File: src/rtl/acq_seq_pkg.sv
package acq_seq_pkg;
  localparam int IW = 8;

  typedef enum logic [2:0] {
    ST_FETCH   = 3'd0,
    ST_DECODE  = 3'd1,
    ST_CAL     = 3'd2,
    ST_STORE   = 3'd3,
    ST_CMP_HI  = 3'd4,
    ST_CONV    = 3'd5,
    ST_CMP_LO  = 3'd6,
    ST_ACQ     = 3'd7
  } seq_state_t;

  typedef struct packed {
    logic [2:0] extra;
    logic       full_cal;
    logic       auto_zero;
    logic       watch;
    logic       low_res;
    logic       last;
  } instr_t;
endpackage

File: src/rtl/acq_seq_timer.sv
module acq_seq_timer #(
  parameter int CW = 13
) (
  input  logic          clk,
  input  logic          rst_n,
  input  logic          load,
  input  logic [CW-1:0] load_val,
  output logic          zero
);
  logic [CW-1:0] cnt_q;

  always_ff @(posedge clk or negedge rst_n) begin
    if (!rst_n)          cnt_q <= '0;
    else if (load)       cnt_q <= load_val;
    else if (cnt_q != 0) cnt_q <= cnt_q - 1'b1;
  end

  assign zero = (cnt_q == '0);
endmodule

File: src/rtl/acq_seq_ctrl.sv
module acq_seq_ctrl import acq_seq_pkg::*; #(
  parameter int DEPTH        = 8,
  parameter int CW           = 13,
  parameter int CONV_HI_CLKS = 44,
  parameter int CONV_LO_CLKS = 21,
  parameter int ACQ_STD_CLKS = 9,
  parameter int ACQ_WD_CLKS  = 2,
  parameter int ZERO_CLKS    = 76,
  parameter int CAL_CLKS     = 4944,
  parameter int CMP_LO_CLKS  = 5,
  parameter int CMP_HI_CLKS  = 5,
  parameter int CMP_END_CLKS = 1,
  localparam int AW = (DEPTH > 1) ? $clog2(DEPTH) : 1
) (
  input  logic          clk,
  input  logic          rst_n,
  input  logic          run_i,
  input  logic          tmr_zero,
  input  instr_t        fetch_word,
  output instr_t        ins_q,
  output seq_state_t    st_q,
  output logic          tmr_load,
  output logic [CW-1:0] tmr_val,
  output logic [AW-1:0] ptr_q,
  output logic          done_q,
  output logic          acq_end,
  output logic          cmp_end
);
  seq_state_t st_nx;
  int         dur;
  logic       leave, seq_last;

  always_comb begin
    st_nx = st_q;
    case (st_q)
      ST_FETCH:  st_nx = run_i ? ST_DECODE : ST_FETCH;
      ST_DECODE: st_nx = (ins_q.auto_zero || ins_q.full_cal) ? ST_CAL : ST_ACQ;
      ST_CAL:    st_nx = ST_ACQ;
      ST_ACQ:    st_nx = ins_q.watch ? ST_CMP_LO : ST_CONV;
      ST_CMP_LO: st_nx = ST_CMP_HI;
      ST_CMP_HI: st_nx = ST_CONV;
      ST_CONV:   st_nx = ins_q.watch ? ST_FETCH : ST_STORE;
      default:   st_nx = ST_FETCH;
    endcase
  end

  always_comb begin
    case (st_nx)
      ST_CAL:    dur = ins_q.full_cal ? CAL_CLKS : ZERO_CLKS;
      ST_ACQ:    dur = (ins_q.watch ? ACQ_WD_CLKS : ACQ_STD_CLKS) + int'(ins_q.extra);
      ST_CONV:   dur = ins_q.watch ? CMP_END_CLKS
                                   : (ins_q.low_res ? CONV_LO_CLKS : CONV_HI_CLKS);
      ST_CMP_LO: dur = CMP_LO_CLKS;
      ST_CMP_HI: dur = CMP_HI_CLKS;
      default:   dur = 1;
    endcase
  end

  assign tmr_load = tmr_zero;
  assign tmr_val  = CW'(dur - 1);
  assign leave    = tmr_zero && (st_nx == ST_FETCH) && (st_q != ST_FETCH);
  assign seq_last = ins_q.last || (ptr_q == AW'(DEPTH - 1));
  assign acq_end  = (st_q == ST_ACQ) && tmr_zero;
  assign cmp_end  = (st_q == ST_CONV) && tmr_zero && ins_q.watch;

  always_ff @(posedge clk or negedge rst_n) begin
    if (!rst_n) begin
      st_q   <= ST_FETCH;
      ins_q  <= '0;
      ptr_q  <= '0;
      done_q <= 1'b0;
    end else begin
      done_q <= 1'b0;
      if (st_q == ST_FETCH) ins_q <= fetch_word;
      if (tmr_zero) st_q <= st_nx;
      if (st_q == ST_FETCH && !run_i) begin
        ptr_q <= '0;
      end else if (leave) begin
        ptr_q  <= seq_last ? '0 : ptr_q + AW'(1);
        done_q <= seq_last;
      end
    end
  end
endmodule

File: src/rtl/acq_seq_result.sv
module acq_seq_result #(
  parameter int SW       = 13,
  parameter int DW       = 16,
  parameter int LOW_BITS = 9,
  localparam int DROP    = SW - LOW_BITS
) (
  input  logic          clk,
  input  logic          rst_n,
  input  logic          run_i,
  input  logic          acq_end,
  input  logic          cmp_end,
  input  logic          store,
  input  logic          low_res,
  input  logic [SW-1:0] conv_data_i,
  input  logic [SW-1:0] lim_lo_i,
  input  logic [SW-1:0] lim_hi_i,
  input  logic          res_ready_i,
  output logic          res_valid_o,
  output logic [DW-1:0] res_data_o,
  output logic          lim_o,
  output logic          ovf_o
);
  logic [SW-1:0] samp_q, shown;
  logic          run_q, lim_q, ovf_q, out_rng, run_rise;

  assign run_rise = run_i && !run_q;
  assign out_rng  = ($signed(samp_q) < $signed(lim_lo_i)) ||
                    ($signed(samp_q) > $signed(lim_hi_i));

  always_comb begin
    shown = samp_q;
    if (low_res) shown[DROP-1:0] = '0;
  end

  assign res_valid_o = store;
  assign res_data_o  = {{(DW - SW){shown[SW-1]}}, shown};
  assign lim_o       = lim_q;
  assign ovf_o       = ovf_q;

  always_ff @(posedge clk or negedge rst_n) begin
    if (!rst_n) begin
      samp_q <= '0;
      run_q  <= 1'b0;
      lim_q  <= 1'b0;
      ovf_q  <= 1'b0;
    end else begin
      run_q <= run_i;
      if (acq_end) samp_q <= conv_data_i;
      if (run_rise) begin
        lim_q <= 1'b0;
        ovf_q <= 1'b0;
      end
      if (cmp_end && out_rng)     lim_q <= 1'b1;
      if (store && !res_ready_i)  ovf_q <= 1'b1;
    end
  end
endmodule

File: src/rtl/acq_seq.sv
module acq_seq import acq_seq_pkg::*; #(
  parameter int DEPTH        = 8,
  parameter int SW           = 13,
  parameter int DW           = 16,
  parameter int LOW_BITS     = 9,
  parameter int CONV_HI_CLKS = 44,
  parameter int CONV_LO_CLKS = 21,
  parameter int ACQ_STD_CLKS = 9,
  parameter int ACQ_WD_CLKS  = 2,
  parameter int ZERO_CLKS    = 76,
  parameter int CAL_CLKS     = 4944,
  parameter int CMP_LO_CLKS  = 5,
  parameter int CMP_HI_CLKS  = 5,
  parameter int CMP_END_CLKS = 1,
  localparam int AW = (DEPTH > 1) ? $clog2(DEPTH) : 1,
  localparam int CW = $clog2(CAL_CLKS + 16)
) (
  input  logic          clk,
  input  logic          rst_n,
  input  logic          run_i,
  output logic [AW-1:0] instr_addr_o,
  input  logic [IW-1:0] instr_data_i,
  output logic          cal_o,
  output logic          samp_o,
  output logic          conv_o,
  input  logic [SW-1:0] conv_data_i,
  input  logic [SW-1:0] lim_lo_i,
  input  logic [SW-1:0] lim_hi_i,
  output logic          res_valid_o,
  input  logic          res_ready_i,
  output logic [DW-1:0] res_data_o,
  output logic [2:0]    state_o,
  output logic          done_o,
  output logic          lim_o,
  output logic          ovf_o,
  output logic          irq_o
);
  seq_state_t    st;
  instr_t        ins, fetch_w;
  logic          tmr_zero, tmr_load, acq_end, cmp_end;
  logic [CW-1:0] tmr_val;

  assign fetch_w = instr_t'(instr_data_i);

  acq_seq_timer #(.CW(CW)) u_tmr (
    .clk(clk), .rst_n(rst_n), .load(tmr_load), .load_val(tmr_val), .zero(tmr_zero)
  );

  acq_seq_ctrl #(
    .DEPTH(DEPTH), .CW(CW),
    .CONV_HI_CLKS(CONV_HI_CLKS), .CONV_LO_CLKS(CONV_LO_CLKS),
    .ACQ_STD_CLKS(ACQ_STD_CLKS), .ACQ_WD_CLKS(ACQ_WD_CLKS),
    .ZERO_CLKS(ZERO_CLKS), .CAL_CLKS(CAL_CLKS),
    .CMP_LO_CLKS(CMP_LO_CLKS), .CMP_HI_CLKS(CMP_HI_CLKS), .CMP_END_CLKS(CMP_END_CLKS)
  ) u_ctrl (
    .clk(clk), .rst_n(rst_n), .run_i(run_i), .tmr_zero(tmr_zero),
    .fetch_word(fetch_w), .ins_q(ins), .st_q(st),
    .tmr_load(tmr_load), .tmr_val(tmr_val), .ptr_q(instr_addr_o),
    .done_q(done_o), .acq_end(acq_end), .cmp_end(cmp_end)
  );

  acq_seq_result #(.SW(SW), .DW(DW), .LOW_BITS(LOW_BITS)) u_res (
    .clk(clk), .rst_n(rst_n), .run_i(run_i),
    .acq_end(acq_end), .cmp_end(cmp_end), .store(st == ST_STORE),
    .low_res(ins.low_res), .conv_data_i(conv_data_i),
    .lim_lo_i(lim_lo_i), .lim_hi_i(lim_hi_i), .res_ready_i(res_ready_i),
    .res_valid_o(res_valid_o), .res_data_o(res_data_o),
    .lim_o(lim_o), .ovf_o(ovf_o)
  );

  assign state_o = st;
  assign cal_o   = (st == ST_CAL);
  assign samp_o  = (st == ST_ACQ);
  assign conv_o  = (st == ST_CONV) || (st == ST_CMP_LO) || (st == ST_CMP_HI);
  assign irq_o   = done_o || lim_o;
endmodule

File: config.mk
export PLATFORM = sky130hd
export DESIGN_NAME = acq_seq
export DESIGN_NICKNAME = d
export VERILOG_FILES = /design/src/rtl/acq_seq_pkg.sv /design/src/rtl/acq_seq_timer.sv /design/src/rtl/acq_seq_ctrl.sv /design/src/rtl/acq_seq_result.sv /design/src/rtl/acq_seq.sv
export SDC_FILE = /design/constraint.sdc
export NUM_CORES = 1
export LEC_CHECK = 0
export CAP_MARGIN = 10
export CORE_ASPECT_RATIO = 1.1
export CORE_MARGIN = 10
export CORE_UTILIZATION = 40
export CTS_BUF_LIST = sky130_fd_sc_hd__clkbuf_8 sky130_fd_sc_hd__clkbuf_16
export CTS_CLUSTER_SIZE = 28
export DETAILED_ROUTE_END_ITERATION = 8
export DONT_BUFFER_PORTS = 1
export SLEW_MARGIN = 30
export SYNTH_ARGS = -nofsm -noshare
export SYNTH_HDL_FRONTEND = slang
export SYNTH_SLANG_ARGS = --single-unit
export TNS_END_PERCENT = 50
File: constraint.sdc
create_clock -name clk -period 4.4 [get_ports clk]
set_input_delay 0.44 -clock clk [delete_from_list [all_inputs] [get_ports clk]]
set_output_delay 0.44 -clock clk [all_outputs]
set_load 0.01 [all_outputs]
==> results of run 1 <==
layout make-up:
type | instances | area (µm²) | share of cell area
multi-input cells | 255 | 1817 | 0.5525
flip-flops and latches | 44 | 1101 | 0.3349
well taps | 108 | 135.1 | 0.04110
inverters | 29 | 108.9 | 0.03310
clock buffers | 5 | 68.82 | 0.02093
repair buffers | 3 | 45.04 | 0.01370
clock inverters | 2 | 12.51 | 0.003805
state kept, by name, indices dropped and copies added (netlist names):
| name | count |
|---|---|
| u_res.samp_q | 13 |
| u_tmr.cnt_q | 13 |
| u_ctrl.ins_q | 8 |
| u_ctrl.ptr_q | 3 |
| u_ctrl.st_q | 3 |
| u_ctrl.done_q | 1 |
| u_res.lim_o | 1 |
| u_res.ovf_o | 1 |
| u_res.run_q | 1 |
synthesized netlist by cell type (6+ instances only):
cell | n | area share
a21oi_1 | 14 | 0.022
buf_4 | 12 | 0.028
clkbuf_1 | 8 | 0.0094
dfrtp_1 | 44 | 0.34
ha_1 | 31 | 0.12
inv_1 | 29 | 0.034
mux2_4 | 8 | 0.038
nand2_1 | 43 | 0.051
nand2b_1 | 7 | 0.014
nor2_1 | 25 | 0.029
nor2b_1 | 9 | 0.018
nor3_1 | 9 | 0.014
o21ai_0 | 17 | 0.027
o31ai_1 | 6 | 0.014
xnor2_1 | 7 | 0.019
xor2_1 | 7 | 0.019
critical path, delay by kind of cell (launching register included):
family | cells | cell delay, ns
simple gates | 6 | 1.53
flops | 1 | 0.85
compound gates | 2 | 0.32
fa+ha+maj | 1 | 0.22
path summary, 6_finish.rpt:
kind / startpoint / to / slack [ns] / depth (start not counted)
worst max register to register: u_ctrl.st_q[0] / u_tmr.cnt_q[8] / 1.35 / 9
worst max-delay path: u_ctrl.st_q[0] / u_tmr.cnt_q[8] / 1.35 / 9
min in group asynchronous: rst_n / u_tmr.cnt_q[10] / 0.64 / 2
worst min register to register: u_tmr.cnt_q[0] / u_tmr.cnt_q[0] / 0.48 / 1
worst min-delay path: run_i / u_res.run_q / 0.17 / 0
max in group asynchronous: rst_n / u_res.run_q / 3.55 / 2
stage by stage:
step	setup WS, ns	cell area [µm²]	instances	util	power, mW
global placement	1.467	3164	437	0.4043	0.4339
floorplan	1.857	3194	355	-	0.4298
CTS	1.337	3283	446	0.4194	0.7023
global route	1.107	3288	446	0.4201	0.7255
finish	1.351	3288	446	0.4201	0.6905
detailed placement	1.365	3164	437	0.4043	0.4343
power by group:
group	leakage, nW	total (mW)	switching, mW	internal, mW
clock	0.0400	0.253	0.145	0.108
sequential	0.503	0.404	0.0000721	0.404
combinational	0.951	0.0330	0.0204	0.0127
total	1.49	0.691	0.166	0.525
logic make-up after synthesis:
logic type / Yosys count / synth area share
AO/OA/AOI/OAI: 69 / 0.1418
XOR/XNOR: 14 / 0.03839
adder cells (fa/ha/maj): 32 / 0.1277
buffers and inverters: 56 / 0.08813
flip-flops: 44 / 0.3447
multiplexers: 14 / 0.05797
AND/OR/NAND/NOR: 126 / 0.2013
per-layer routing:
metal  track usage  part of all wire  vias up
li1              -                 -     1191
met1        0.1522              0.43     1148
met2        0.2130              0.49       61
met3       0.04569             0.069        8
met4       0.03480             0.013        0
met5             0                 0        -
repair_timing:
action / in CTS / in global routing
hold buffers: 2 / 0
gates resized for setup: 0 / 0
setup endpoints to repair: 0 / 0
hold endpoints to repair: 44 / 0
==> results.cfg, run 1 <==
[run_status]
status = complete, no violations

[grt]
grt_overflow = 0
grt_max_degree = 45
globalRouteTotalUtil = 0.1278
antenna_found_initial = 0
grt_pass1_wl_um = 12590
grt_pass1_vias = 2470

[drt]
drt_iter0_markers = 149
routed_wirelength_um = 7708
routedWlPerCell_um = 17.28
route.antenna.remaining_nets = 0
dr.pass1.iters = 4
drc_errors = 0
vias = 2408
vias_per_cell = 5.399

[timing]
tightest_slew_ns = 0.8209
clock_skew_ns = 0.004929
setup_tns_ns = 0
holdWs_ns = 0.1670
slew-limit-headroom = 0.4528
drv_slew = 0
rsz0062_at_grt = false
fin_crit_ns = 3.049
setup_viol = 0
finalCritPeriodShare = 0.6929
timing.final.hold_violations = 0
maxClockFrequency_mhz = 328.0

[place]
globalplace.congestion = 0.8288
hpwlAfterDp_um = 6073
port_buffers = 0

[clock_network]
clock_sinks = 44
htree_levels = 2
worstSkewPairLatency_ns = 0.30
cts_tree = done
clk_pin_slew_worst_paths_ns = 0.09
clk_path_buf_depth = 2
cts_setup_buffers = 0
cts-root-buf = clkbuf_8
cts_buffers = 5

[critical_path]
cp_max_fo = 24
slowest_stage = dfrtp_1
endpoint_kind = flop
slowest_delay_ns = 0.85
crit_chain = or4b_2 > or2_2 > a32oi_1 > nor2_1 > ha_1 > nand2_1 > nor4_1 > nor2_1 > o22ai_1
crit_path_frequent_cell = nor2_1
crit_required_ns = 4.57
crit_arrival_ns = 3.22
critPathLaunchType = flop
worst-setup-path-type = flop to flop

[synthesis]
synth-async-reset-ratio = 1.000
synth_area_per_cell_um2 = 8.998
synth_edf_count = 0
ys_seq_area_frac = 0.3447
synth_warnings = 0
synth.net_count = 438
synth.distinct_cells = 53
ys_seq_elements = 44
synth_cells = 355
synth_area_um2 = 3194
ys.flop_type = dfrtp_1

[floorplanning]
io_pins = 81
core-area_um2 = 7828
initial_core_util = 0.4081
die_x_um = 105.2
die_area_um2 = 11960
die_h_um = 113.7
num_rows = 34

[layout]
area_growth_pct = 2.938
antennaDiodeCount = 0
drive_gt1_frac = 0.08876
final_common_cell = dfrtp_1
final_cell_mix = dfrtp_1, nand2_1, ha_1
fin_nets = 421
fillers = 797

[power_and_ir_drop]
powerDensity_nw_per_um2 = 210.0
p_leak_nw = 1.495
peakVddDrop_mv = 0.09594

[min_path]
hold_class = input port to flop

[job]
cap_violations = 0
(Power assumes the default switching activity.)
==> run 2, diff against run 1 <==
Settings changed: ABC_AREA set to 1.
Clock period 4.4 ns to 2.71 ns, I/O delays scaled along.
==> run 2 against run 1 <==
  * Critical path depth rose by 2
  * Register-to-register slack got worse by 0.98 ns
  * Utilization rose by 1.8 points
  * Routed wire length fell by 2.4%
  * Critical endpoint is now u_tmr.cnt_q[11]
==> results.cfg, run 2 <==
[synthesis]
synthTopCellsByCount = nand2_1, inv_1, dfrtp_1
synth.net_count = 487
synth_cells = 404
synth.distinct_cells = 38
synth_warnings = 0
synth.area.top_cells = dfrtp_1, ha_1, nand2_1, inv_1, mux2_2
ys.flop_type = dfrtp_1
ys_seq_area_frac = 0.3336
yosysTopAreaCell = dfrtp_1
synth-async-reset-ratio = 1.000
synth_area_per_cell_um2 = 8.170
yosys.area.top_type_share = 0.3336
yosysMostFrequentCell = nand2_1
synth_area_um2 = 3301
synth_edf_count = 0
ys_seq_elements = 44

[power_and_ir_drop]
powerDensity_nw_per_um2 = 385.9
pwr-share-comb = 0.094
internal_power_mw = 1.024
power_mw = 1.352
p_leak_nw = 1.787
peakVddDrop_mv = 0.2299
p_clk_frac = 0.400
switchingPower_mw = 0.3282
seqPwrFrac = 0.506
netSwitchingFraction = 0.2428

[layout]
fin_nets = 483
final_common_cell = nand2_1
final_area_um2 = 3503
final_cell_mix = nand2_1, inv_1, dfrtp_1
antennaDiodeCount = 0
area_growth_pct = 6.141
reg_top3 = u_res.samp_q: 13 flops, u_tmr.cnt_q: 13 flops, u_ctrl.ins_q: 8 flops
drive_gt1_frac = 0.1571

[timing]
timing.final.hold_violations = 0
tightest_slew_ns = 0.5134
setup_tns_ns = 0
setup_viol = 0
finalCritPeriodShare = 0.8618
fin_crit_ns = 2.336
layout_setup_ws_ns = 0.3745
slew-limit-headroom = 0.6577
rsz0062_at_grt = false
drv_slew = 0
holdWs_ns = 0.05537
clock_skew_ns = 0.007683
maxClockFrequency_mhz = 428.2

[drt]
routedWlPerCell_um = 14.78
vias = 2539
drc_errors = 0
dr.pass1.iters = 4
route.antenna.remaining_nets = 0
vias_per_cell = 4.988
drt_iter0_markers = 97
routed_wirelength_um = 7524

[floorplanning]
die_x_um = 106.6
die_h_um = 115.3
die_area_um2 = 12290
num_rows = 34
initial_core_util = 0.4127
io_pins = 81
core-area_um2 = 7998

[clock_network]
cts_tree = done
cts_setup_buffers = 0
worstSkewPairLatency_ns = 0.30
ctsResizeCount = 0
clk_path_buf_depth = 2
htree_levels = 2
clk_pin_slew_worst_paths_ns = 0.09
clock_sinks = 44
cts_buffers = 5
cts-root-buf = clkbuf_8

[critical_path]
worst-setup-path-type = flop to flop
critPathLaunchType = flop
endpoint_kind = flop
crit_arrival_ns = 2.58
crit_required_ns = 2.95
cp_max_fo = 8

[place]
hpwlAfterDp_um = 6129
place_ws_ns = 0.3912
placed_area_um2 = 3334
globalplace.congestion = 0.8197
port_buffers = 0

[grt]
grt_max_degree = 45
antenna_found_initial = 0
grt_pass1_vias = 2589
globalRouteTotalUtil = 0.1276
grt_pass1_wl_um = 12830
grt_overflow = 0

[min_path]
hold_class = input port to flop

[job]
cap_violations = 0

[run_status]
status = complete, no violations
==> run 2: per-layer routing <==
| metal | GRT usage | vias to the layer above | share of wire |
|---|---|---|---|
| met2 | 0.2173 | 70 | 0.47 |
| met3 | 0.03134 | 9 | 0.061 |
| li1 | - | 1302 | - |
| met1 | 0.1535 | 1158 | 0.45 |
| met4 | 0.04426 | 0 | 0.016 |
| met5 | 0 | - | 0 |
==> run 2: path summary, 6_finish.rpt <==
check                                 from              end  slack, ns  cells past startpoint
min reg2reg                u_ctrl.ins_q[3]  u_ctrl.ins_q[3]       0.49                      2
max                        u_ctrl.ins_q[2]  u_tmr.cnt_q[11]       0.37                     11
min                            res_ready_i      u_res.ovf_o       0.06                      1
min in group asynchronous            rst_n   u_ctrl.st_q[1]       0.48                      2
max reg2reg                u_ctrl.ins_q[2]  u_tmr.cnt_q[11]       0.37                     11
max in group asynchronous            rst_n   u_tmr.cnt_q[8]       2.02                      2
==> run 2: power by group through the flow <==
| stage | sequential (mW) | combinational [mW] | clock (mW) |
|---|---|---|---|
| 2_1_floorplan | 0.688 | 0.106 | 0 |
| 3_3_place_gp | 0.698 | 0.105 | 0 |
| 3_5_place_dp | 0.698 | 0.108 | 0 |
| 4_1_cts | 0.685 | 0.131 | 0.555 |
| 5_1_grt | 0.687 | 0.152 | 0.585 |
| 6_report | 0.685 | 0.127 | 0.540 |
==> run 2: cell families (layout without fill, tap and decap cells) <==
group / Yosys count / in the layout / share of synthesized area
multiplexers: 14 / 14 / 0.04738
adder cells (fa/ha/maj): 32 / 32 / 0.1236
AO/OA/AOI/OAI: 43 / 43 / 0.07089
AND/OR/NAND/NOR: 181 / 181 / 0.2851
buffers and inverters: 78 / 75 / 0.1077
flip-flops: 44 / 44 / 0.3336
XOR/XNOR: 12 / 12 / 0.03184
==> run 2: stage by stage <==
stage                     cells    util
after floorplan             404       -
after global placement      498  0.4169
after detailed placement    498  0.4169
after CTS                   509  0.4380
after global routing        509  0.4380
final                       509  0.4380
==> run 2: cell type report <==
class	instances	area (µm²)
Clock buffer	6	82.58
Clock inverter	2	38.79
Fill cell	849	4494
Inverter	61	231.5
Multi-Input combinational cell	282	1844
Sequential cell	44	1101
Tap cell	108	135.1
Timing Repair Buffer	6	70.07
==> run 2: critical path, cell delays in order (launching register included) <==
cell and delay [ns]:
dfrtp_1 0.53, inv_2 0.15, ha_1 0.26, fa_1 0.41, xor2_1 0.18, nand3_2 0.08
nand2_2 0.06, nor2_4 0.13, nand2_2 0.09, nor2_2 0.10, nand4_1 0.16, nand2_1 0.11
==> run 2: timing repair <==
item,4_1_cts,5_1_grt
hold buffers,3,0
endpoints found under the hold margin,45,0
setup endpoints to repair,0,0
